<file path="src/rtl/tod_counter.sv">
module tod_counter #(
  parameter int INC_W      = 8,
  parameter int FRAC_W     = 16,
  parameter int SECH_W     = 16,
  parameter int NS_W       = 30,
  parameter int NS_PER_SEC = 1000000000
) (
  input  logic        clk,
  input  logic        rst,
  input  logic        wr_en,
  input  logic        rd_en,
  input  logic [2:0]  addr,
  input  logic [31:0] wdata,
  output logic [31:0] rdata
);
  localparam int SW  = NS_W + 4;
  localparam int SEC_W = SECH_W + 32;
  localparam logic signed [SW-1:0] ONE_S = SW'(NS_PER_SEC);
  localparam logic signed [SW-1:0] TWO_S = SW'(2 * NS_PER_SEC);

  localparam logic [2:0] A_STEP = 3'd0, A_FRAC = 3'd1, A_SECH = 3'd2,
                         A_SECL = 3'd3, A_NS = 3'd4, A_ADJ = 3'd5;

  logic [INC_W-1:0]  inc_q;
  logic [FRAC_W-1:0] frac_q, acc_q;
  logic [NS_W-1:0]   ns_q, sh_ns, adj_mag;
  logic [SECH_W-1:0] sech_q, sh_sech;
  logic [31:0]       secl_q;
  logic              adj_pend, adj_neg;

  logic [FRAC_W:0]        acc_sum;
  logic signed [SW-1:0]   t_base, t_sum, t_norm;
  logic signed [2:0]      dsec;
  logic [SEC_W-1:0]       sec_n;

  wire w_step = wr_en && addr == A_STEP;
  wire w_frac = wr_en && addr == A_FRAC;
  wire w_sech = wr_en && addr == A_SECH;
  wire w_secl = wr_en && addr == A_SECL;
  wire w_ns   = wr_en && addr == A_NS;
  wire w_adj  = wr_en && addr == A_ADJ;

  assign acc_sum = {1'b0, acc_q} + {1'b0, frac_q};
  assign t_base  = signed'({{(SW-NS_W){1'b0}}, ns_q})
                 + signed'({{(SW-INC_W){1'b0}}, inc_q})
                 + signed'({{(SW-1){1'b0}}, acc_sum[FRAC_W]});
  assign t_sum   = !adj_pend ? t_base
                 : adj_neg   ? t_base - signed'({{(SW-NS_W){1'b0}}, adj_mag})
                             : t_base + signed'({{(SW-NS_W){1'b0}}, adj_mag});

  always_comb begin
    if (t_sum >= TWO_S) begin
      t_norm = t_sum - TWO_S; dsec = 3'sd2;
    end else if (t_sum >= ONE_S) begin
      t_norm = t_sum - ONE_S; dsec = 3'sd1;
    end else if (t_sum >= 0) begin
      t_norm = t_sum;         dsec = 3'sd0;
    end else if (t_sum >= -ONE_S) begin
      t_norm = t_sum + ONE_S; dsec = -3'sd1;
    end else begin
      t_norm = t_sum + TWO_S; dsec = -3'sd2;
    end
  end

  assign sec_n = {sech_q, secl_q} + {{(SEC_W-3){dsec[2]}}, dsec};

  always_ff @(posedge clk) begin
    if (rst) begin
      inc_q <= '0; frac_q <= '0; acc_q <= '0; ns_q <= '0;
      sech_q <= '0; secl_q <= '0; adj_pend <= 1'b0; adj_neg <= 1'b0;
      adj_mag <= '0; sh_ns <= '0; sh_sech <= '0;
    end else begin
      acc_q  <= w_ns   ? '0 : acc_sum[FRAC_W-1:0];
      ns_q   <= w_ns   ? wdata[NS_W-1:0] : t_norm[NS_W-1:0];
      sech_q <= w_sech ? wdata[SECH_W-1:0] : sec_n[SEC_W-1:32];
      secl_q <= w_secl ? wdata : sec_n[31:0];
      if (w_step) inc_q  <= wdata[INC_W-1:0];
      if (w_frac) frac_q <= wdata[FRAC_W-1:0];
      adj_pend <= w_adj;
      if (w_adj) begin
        adj_neg <= wdata[31];
        adj_mag <= wdata[NS_W-1:0];
      end
      if (rd_en && addr == A_SECL) begin
        sh_sech <= sech_q;
        sh_ns   <= ns_q;
      end
    end
  end

  always_comb begin
    case (addr)
      A_STEP:  rdata = 32'(inc_q);
      A_FRAC:  rdata = 32'(frac_q);
      A_SECH:  rdata = 32'(sh_sech);
      A_SECL:  rdata = secl_q;
      A_NS:    rdata = 32'(sh_ns);
      default: rdata = '0;
    endcase
  end

  wire unused_ok = ^{wdata, t_norm};
endmodule


</file>
<file path="config.mk">
export PLATFORM = sky130hd
export DESIGN_NAME = tod_counter
export DESIGN_NICKNAME = d
export VERILOG_FILES = /design/src/rtl/tod_counter.sv
export SDC_FILE = /design/constraint.sdc
export NUM_CORES = 1
export LEC_CHECK = 0
export BUFFER_PORTS_ARGS = -buffer_cell sky130_fd_sc_hd__buf_2
export CAP_MARGIN = 10
export CORE_MARGIN = 2
export CORE_UTILIZATION = 40
export CTS_CLUSTER_DIAMETER = 80
export DETAILED_ROUTE_END_ITERATION = 12
export GPL_TIMING_DRIVEN = 0
export REMOVE_ABC_BUFFERS = 1
export SKIP_LAST_GASP = 1
export SYNTH_ARGS = -nofsm -noshare
export SYNTH_HDL_FRONTEND = slang
export SYNTH_SLANG_ARGS = --single-unit
</file>
<file path="constraint.sdc">
create_clock -name clk -period 15 [get_ports clk]
set_clock_uncertainty 0.1 [all_clocks]
set_input_delay 1.5 -clock clk [delete_from_list [all_inputs] [get_ports clk]]
set_output_delay 1.5 -clock clk [all_outputs]
set_load 0.005 [all_outputs]
</file>
==> results_dict.tcl, run 1 <==
set metrics [dict create \
    synth_edf_count 0 \
    arrival_ns 14.61 \
    reg2reg_slack_ns 0.63 \
    layout_min_cycle_time_ns 14.37 \
    cts.sink_count 196 \
    synth_seq_area_share 0.2182 \
    setup_slack_ns 0.6296 \
    overflow 0 \
    hpwl_mm 49.61 \
    fp.dieArea_sq_mm 0.04666 \
    cp_slowest_cell "a2111oi_0" \
    final_util 0.4402 \
    fmax_mhz 69.59 \
    path_buf_inv 1 \
    pin_count 71 \
    num_antenna_cells 0 \
    path_class "reg2reg" \
    synth_simple_gate_area_frac 0.2287 \
    vias 18870 \
    pre_cts_ws_ns -1.285 \
    wl_per_cell_microns 21.41 \
    worst_slew_pin_slew_ns 1.139 \
    cts_inserted_buffers 17 \
    htree_levels 4 \
    synth_seq_cells 196 \
    power_density_mw_per_mm2 67.68 \
    final-hold-violation-count 0 \
    syn_inst 2464 \
    synthAdderAreaFrac 0.1027 \
    final_common_cell "nand2_1" \
    syn-cell-area_sq_mm 0.01798 \
    synth_compound_area_frac 0.3146 \
    routed_wirelength_mm 65.18 \
    via_per_inst 6.200 \
    ctsRootBufferMaster "clkbuf_16" \
    cp_num_cells 51 \
    yosysTopAreaCell "dfxtp_1" \
    timing.rr.end "sech_q[14]" \
    std_cell_rows 77 \
    start_util 0.4057 \
    synthArstFlopShare 0 \
    synth.distinct_cells 107 \
    critPathMaxStageDelay_ns 0.81 \
    maxCapViolations 0 \
    clk_latency_ns 0.47 \
    avgSynthCellArea_sq_um 7.297 \
    multi_input_area_sq_mm 0.01322 \
    status "complete, no violations" \
    nets 2622 \
    crit_top_cell "a21oi_1" \
    critPathLaunchType "flip-flop" \
    fin_area_sq_mm 0.01951 \
    r2r_start "frac_q[0]" \
    yosysWarnings 0 \
    synthMuxAreaShare 0.02547 \
    cp.required_ns 15.24 \
    grt_pass1_vias 17920 \
    drc 0 \
    final_cell_mix "421 x nand2_1, 301 x a21oi_1, 194 x dfxtp_1" \
    die_y_microns 216.0 \
    relSlewSlack 0.2386 \
    drtIter0Drc 1909 \
    worstHoldPathCells 2 \
    leakage_uw 0.008017 \
    hp-class "reg2reg" \
    netlist_top_cells_area "dfxtp_1 22%, ha_1 9.6%, nand2_1 8.8%" \
    grt_max_degree 113 \
    drtPass1Iterations 8 \
    worstPathMaxFanout 24 \
    grt_pass1_wl_mm 100.5 \
    crit_family "compound AO/OA/AOI/OAI gates" \
    yosysTopAreaCellShare 0.2182 \
    synth_top_family_by_area "compound AO/OA/AOI/OAI gates" \
    slew_violations 0 \
    ant_nets 0 \
    core_sq_mm 0.04432 \
    reg2reg_depth 51 \
    area_growth_pct 8.497 \
    synth_xor_xnor_area_share 0.05748 \
    cp-end-kind "flip-flop" \
    numPortBuffers 70 \
    finalCritPeriodShare 0.9580 \
    grtUsageTotal 0.2706 \
    gp_congestion 0.9715 \
    die_w_microns 216.0 \
    layout-drive-gt1-share 0.08972 \
    min_from "sh_sech[4]" \
    placed_area_sq_mm 0.01876 \
    irDropWorstVdd_mv 0.06379 \
    clk_pin_slew_ns 0.07 \
    ys_dominant_reg_cell "dfxtp_1" \
    fillers 4666 \
    antenna_found_initial 0 \
    regArea_sq_mm 0.003926 \
    clk_path_buf_depth 2 \
    rsz0062_at_grt "false" \
    cts_tree "done" \
    setup_viol 0 \
    holdWs_ns 0.3576 \
    hold_end "sh_sech[4]" \
]
[per-layer routing]
layer | routed length (microns) | part of all wire | global-route usage
met5 | 0 | 0 | 0
met4 | 2080 | 0.032 | 0.1048
met3 | 4538 | 0.070 | 0.03044
met2 | 29310 | 0.45 | 0.4353
met1 | 29250 | 0.45 | 0.3704
[tightest hold or removal path, cell delays in order, from the launching register on]
cell	delay, ns
dfxtp_1	0.31
nand2_1	0.05
a21oi_1	0.05
[Yosys cell counts, drive strengths merged (14+ instances only)]
library cell,n
a2111oi,16
a211oi,53
a21o,63
a21oi,306
a22o,14
a22oi,14
a31oi,24
and2,26
and3,28
buf,40
clkbuf,94
dfxtp,196
ha,138
inv,97
mux2i,33
nand2,422
nand2b,25
nand3,49
nand4,23
nor2,175
nor2b,22
nor3,51
nor4,27
o211ai,29
o21a,20
o21ai,99
o21bai,26
o31ai,31
xnor2,82
xor2,36
[per-stage QoR]
stage	std cells	setup TNS [ns]	total power, uW
finish	3044	0	1320
global route	3044	0	1370
CTS	3037	0	1314
detailed placement	3005	-10.94	844.4
global placement	2992	-33.45	837.3
floorplan	2330	0	738.7
[cell type report]
class | instances | area share
multi-input cells | 2037 | 0.6777
flip-flops and latches | 196 | 0.2013
well taps | 592 | 0.03797
repair buffers | 88 | 0.03367
clock buffers | 19 | 0.02271
inverters | 99 | 0.01931
clock inverters | 13 | 0.007376
[logic make-up after synthesis]
kind of cell,Yosys count
AOI/OAI and AO/OA,828
xor gates and xnor gates,118
adders and majority gates,144
buffers and inverters,233
muxes,44
and+or+nand+nor,901
DFF,196
[worst max path at each step]
stage              start         end  slack [ns]
2_1_floorplan  frac_q[0]  sech_q[14]        2.65
3_5_place_dp   frac_q[0]  sech_q[14]       -1.29
5_1_grt        frac_q[0]  sech_q[14]        0.02
6_report       frac_q[0]  sech_q[14]        0.63
4_1_cts        frac_q[0]  sech_q[14]        0.06
3_3_place_gp   frac_q[0]  sech_q[14]       -2.10
[registers in the layout (all words and copies together) (netlist names)]
signal / count
adj_pend: 1
secl_q: 32
adj_mag: 30
sech_q: 16
sh_ns: 30
sh_sech: 16
acc_q: 16
frac_q: 16
adj_neg: 1
inc_q: 8
ns_q: 30
[report_power, final]
group          switching (uW)  internal (uW)
registers                12.2            532
logic                     204           98.0
clock network             235            239
[repair_timing]
action	CTS	global route
setup endpoints to repair	23	21
gates cloned	0	2
gates resized for setup	4	18
setup buffers	0	4
pin swaps	0	2
hold buffers	0	0
Note: power is estimated with default switching activity, not from simulation.
==> inputs of run 2 (changes only) <==
--- a/config.mk
+++ b/config.mk
@@ -5,6 +5,7 @@
 export SDC_FILE = /design/constraint.sdc
 export NUM_CORES = 1
 export LEC_CHECK = 0
+export ABC_AREA = 1
 export BUFFER_PORTS_ARGS = -buffer_cell sky130_fd_sc_hd__buf_2
 export CAP_MARGIN = 10
 export CORE_MARGIN = 2
==> run 2 against run 1 <==
Against the previous run:
- clock-buffer cell count down 2
- sequential cell count unchanged
- sequential power up 3%
- area after synthesis rose by 11%
- critical path depth grew 7
- non-clock buffer count shrank 4
- critical path type unchanged
- largest power group unchanged
==> results_dict.tcl, run 2 <==
set metrics [dict create \
    status "complete, no violations" \
    synth_seq_cells 196 \
    r2r_start "frac_q[0]" \
    crit_top_cell "nand2_1" \
    hold_end "sh_ns[17]" \
    p_clk_frac 0.314 \
    syn_inst 3425 \
    grtUsageMet1 0.3845 \
    vias 22020 \
    top_register "secl_q" \
    cts_setup_buffers 0 \
    setup-tns-final_ns 0 \
    num_antenna_cells 0 \
    netlist_top_cells_count "995 x nand2_1, 481 x inv_1, 295 x a21oi_1, 286 x nor2_1, 276 x nand3_1" \
    netlist_top_cells_area "dfxtp_1 20%, nand2_1 19%, inv_1 9.1%" \
    worstPathMaxFanout 29 \
    wl_per_cell_microns 18.22 \
    start_util 0.4065 \
    die_w_microns 227.3 \
    finalCritPeriodShare 0.7810 \
    grt_max_degree 85 \
    pre_cts_ws_ns 3.585 \
    seq_power_share 0.384 \
    power_uw 1469 \
    worst_slew_pin_slew_ns 1.138 \
    cts_inserted_buffers 17 \
    leakage_uw 0.01089 \
    gp_congestion 0.9563 \
    cp.required_ns 15.32 \
    comb_power_share 0.302 \
    setup_viol 0 \
    largest_register_ff_count 32 \
    hpwl_mm 61.00 \
    min_from "sh_ns[17]" \
    timing.rr.end "sech_q[11]" \
    met3_usage 0.03936 \
    routed_wirelength_mm 74.76 \
    postCtsResizedCells 0 \
    final_common_cell "nand2_1" \
    grtUsageTotal 0.2920 \
    fillers 5568 \
    die_y_microns 227.3 \
    path_class "reg2reg" \
    ctsRootBufferMaster "clkbuf_16" \
    grtUsageMet2 0.4806 \
    numPortBuffers 70 \
    antenna_found_initial 0 \
    relSlewSlack 0.2366 \
    hp-class "reg2reg" \
    htree_levels 4 \
    power_switching_uw 575.5 \
    clk_pin_slew_ns 0.08 \
    final_cell_mix "994 x nand2_1, 480 x inv_1, 295 x a21oi_1" \
    cts_hold_buf 0 \
    cp_slowest_cell "nand2_1" \
    layout-drive-gt1-share 0.06457 \
    ant_nets 0 \
    fmax_mhz 85.36 \
    maxCapViolations 0 \
    syn-cell-area_sq_mm 0.01994 \
    irDropWorstVdd_mv 0.1039 \
    overflow 0 \
    grt_pass1_wl_mm 116.1 \
    yosysTopAreaCell "dfxtp_1" \
    synth.distinct_cells 61 \
    worstHoldPathCells 2 \
    drtPass1Iterations 6 \
    fp.dieArea_sq_mm 0.05165 \
    setup_slack_ns 3.286 \
    reg2reg_slack_ns 3.29 \
    layout_min_cycle_time_ns 11.71 \
    power_density_mw_per_mm2 68.40 \
    yosysMostFrequentCell "nand2_1" \
    reg2reg_depth 58 \
    via_per_inst 5.369 \
    yosysWarnings 0 \
    nets 3608 \
    core_sq_mm 0.04905 \
    cp-end-kind "flip-flop" \
    final-hold-violation-count 0 \
    swShare 0.3919 \
    slew_violations 0 \
    cts.sink_count 196 \
    grt_pass1_vias 20630 \
    synthArstFlopShare 0 \
    std_cell_rows 81 \
    cts_tree "done" \
    critPathLaunchType "flip-flop" \
    arrival_ns 12.03 \
    area_growth_pct 7.681 \
    grt.busiest_layer "met2" \
    ys_dominant_reg_cell "dfxtp_1" \
    yosysTopAreaCellShare 0.1968 \
    clk_latency_ns 0.47 \
    synth_edf_count 0 \
    clk_path_buf_depth 2 \
    rsz0062_at_grt "false" \
    drc 0 \
    pin_count 71 \
    p_int_uw 893.1 \
    drtIter0Drc 1869 \
    avgSynthCellArea_sq_um 5.821 \
    critPathMaxStageDelay_ns 0.82 \
    synth_seq_area_share 0.1968 \
]
## run 2: layer usage
metal,wire length (microns),vias up
li1,-,11110
met1,33440,10100
met2,33880,659
met3,4305,152
met4,3135,0
met5,0,-
## run 2: layout make-up
type / instances / area (sq um) / area share
Timing Repair Buffer: 84 / 591.8 / 0.02757
Clock inverter: 15 / 143.9 / 0.006702
Tap cell: 664 / 830.8 / 0.03870
Clock buffer: 17 / 425.4 / 0.01981
Sequential cell: 196 / 3926 / 0.1829
Inverter: 506 / 1907 / 0.08882
Multi-Input combinational cell: 2620 / 13640 / 0.6355
## run 2: how the worst max path moves through the flow
stage,start,endpoint,slack [ns],depth (start not counted)
2_1_floorplan,frac_q[0],sech_q[8],3.80,57
3_3_place_gp,frac_q[0],sech_q[12],-1.97,56
3_5_place_dp,frac_q[0],sech_q[11],3.58,57
4_1_cts,frac_q[0],sech_q[11],3.56,57
5_1_grt,frac_q[0],sech_q[11],2.36,59
6_report,frac_q[0],sech_q[11],3.29,58
## run 2: stage by stage
stage	area, sq um	cells	hold WS, ns	utilization
floorplan	19440	3322	0.3266	-
finish	21470	4102	0.3552	0.4377
detailed placement	20900	4070	0.3417	0.4261
global placement	20630	4056	0.3423	0.4205
global route	21470	4102	0.3781	0.4377
CTS	21470	4102	0.3553	0.4377
## run 2: power by group through the flow
stage | clock, uW | sequential [uW] | combinational (uW)
final | 461 | 563 | 444
after detailed placement | 0 | 575 | 434
after CTS | 466 | 563 | 436
after floorplan | 0 | 566 | 302
after global routing | 485 | 565 | 501
after global placement | 0 | 575 | 429
## run 2: cell families (layout without fill, tap and decap cells)
| logic type | count (synthesis) | in the layout | share of synthesized area |
|---|---|---|---|
| adder cells (fa/ha/maj) | 144 | 144 | 0.09263 |
| XOR/XNOR | 96 | 96 | 0.04255 |
| buffers and inverters | 609 | 622 | 0.1202 |
| AO/OA/AOI/OAI | 656 | 656 | 0.1816 |
| flip-flops | 196 | 196 | 0.1968 |
| AND/OR/NAND/NOR | 1724 | 1724 | 0.3662 |
## run 2: critical path: cells and delay by family, from the launching register on
kind,cells,cell delay [ns]
AND/OR/NAND/NOR,35,5.03
adder cells (fa/ha/maj),6,2.42
AO/OA/AOI/OAI,10,2.32
buffers and inverters,5,0.85
XOR/XNOR,2,0.53
flip-flops,1,0.34
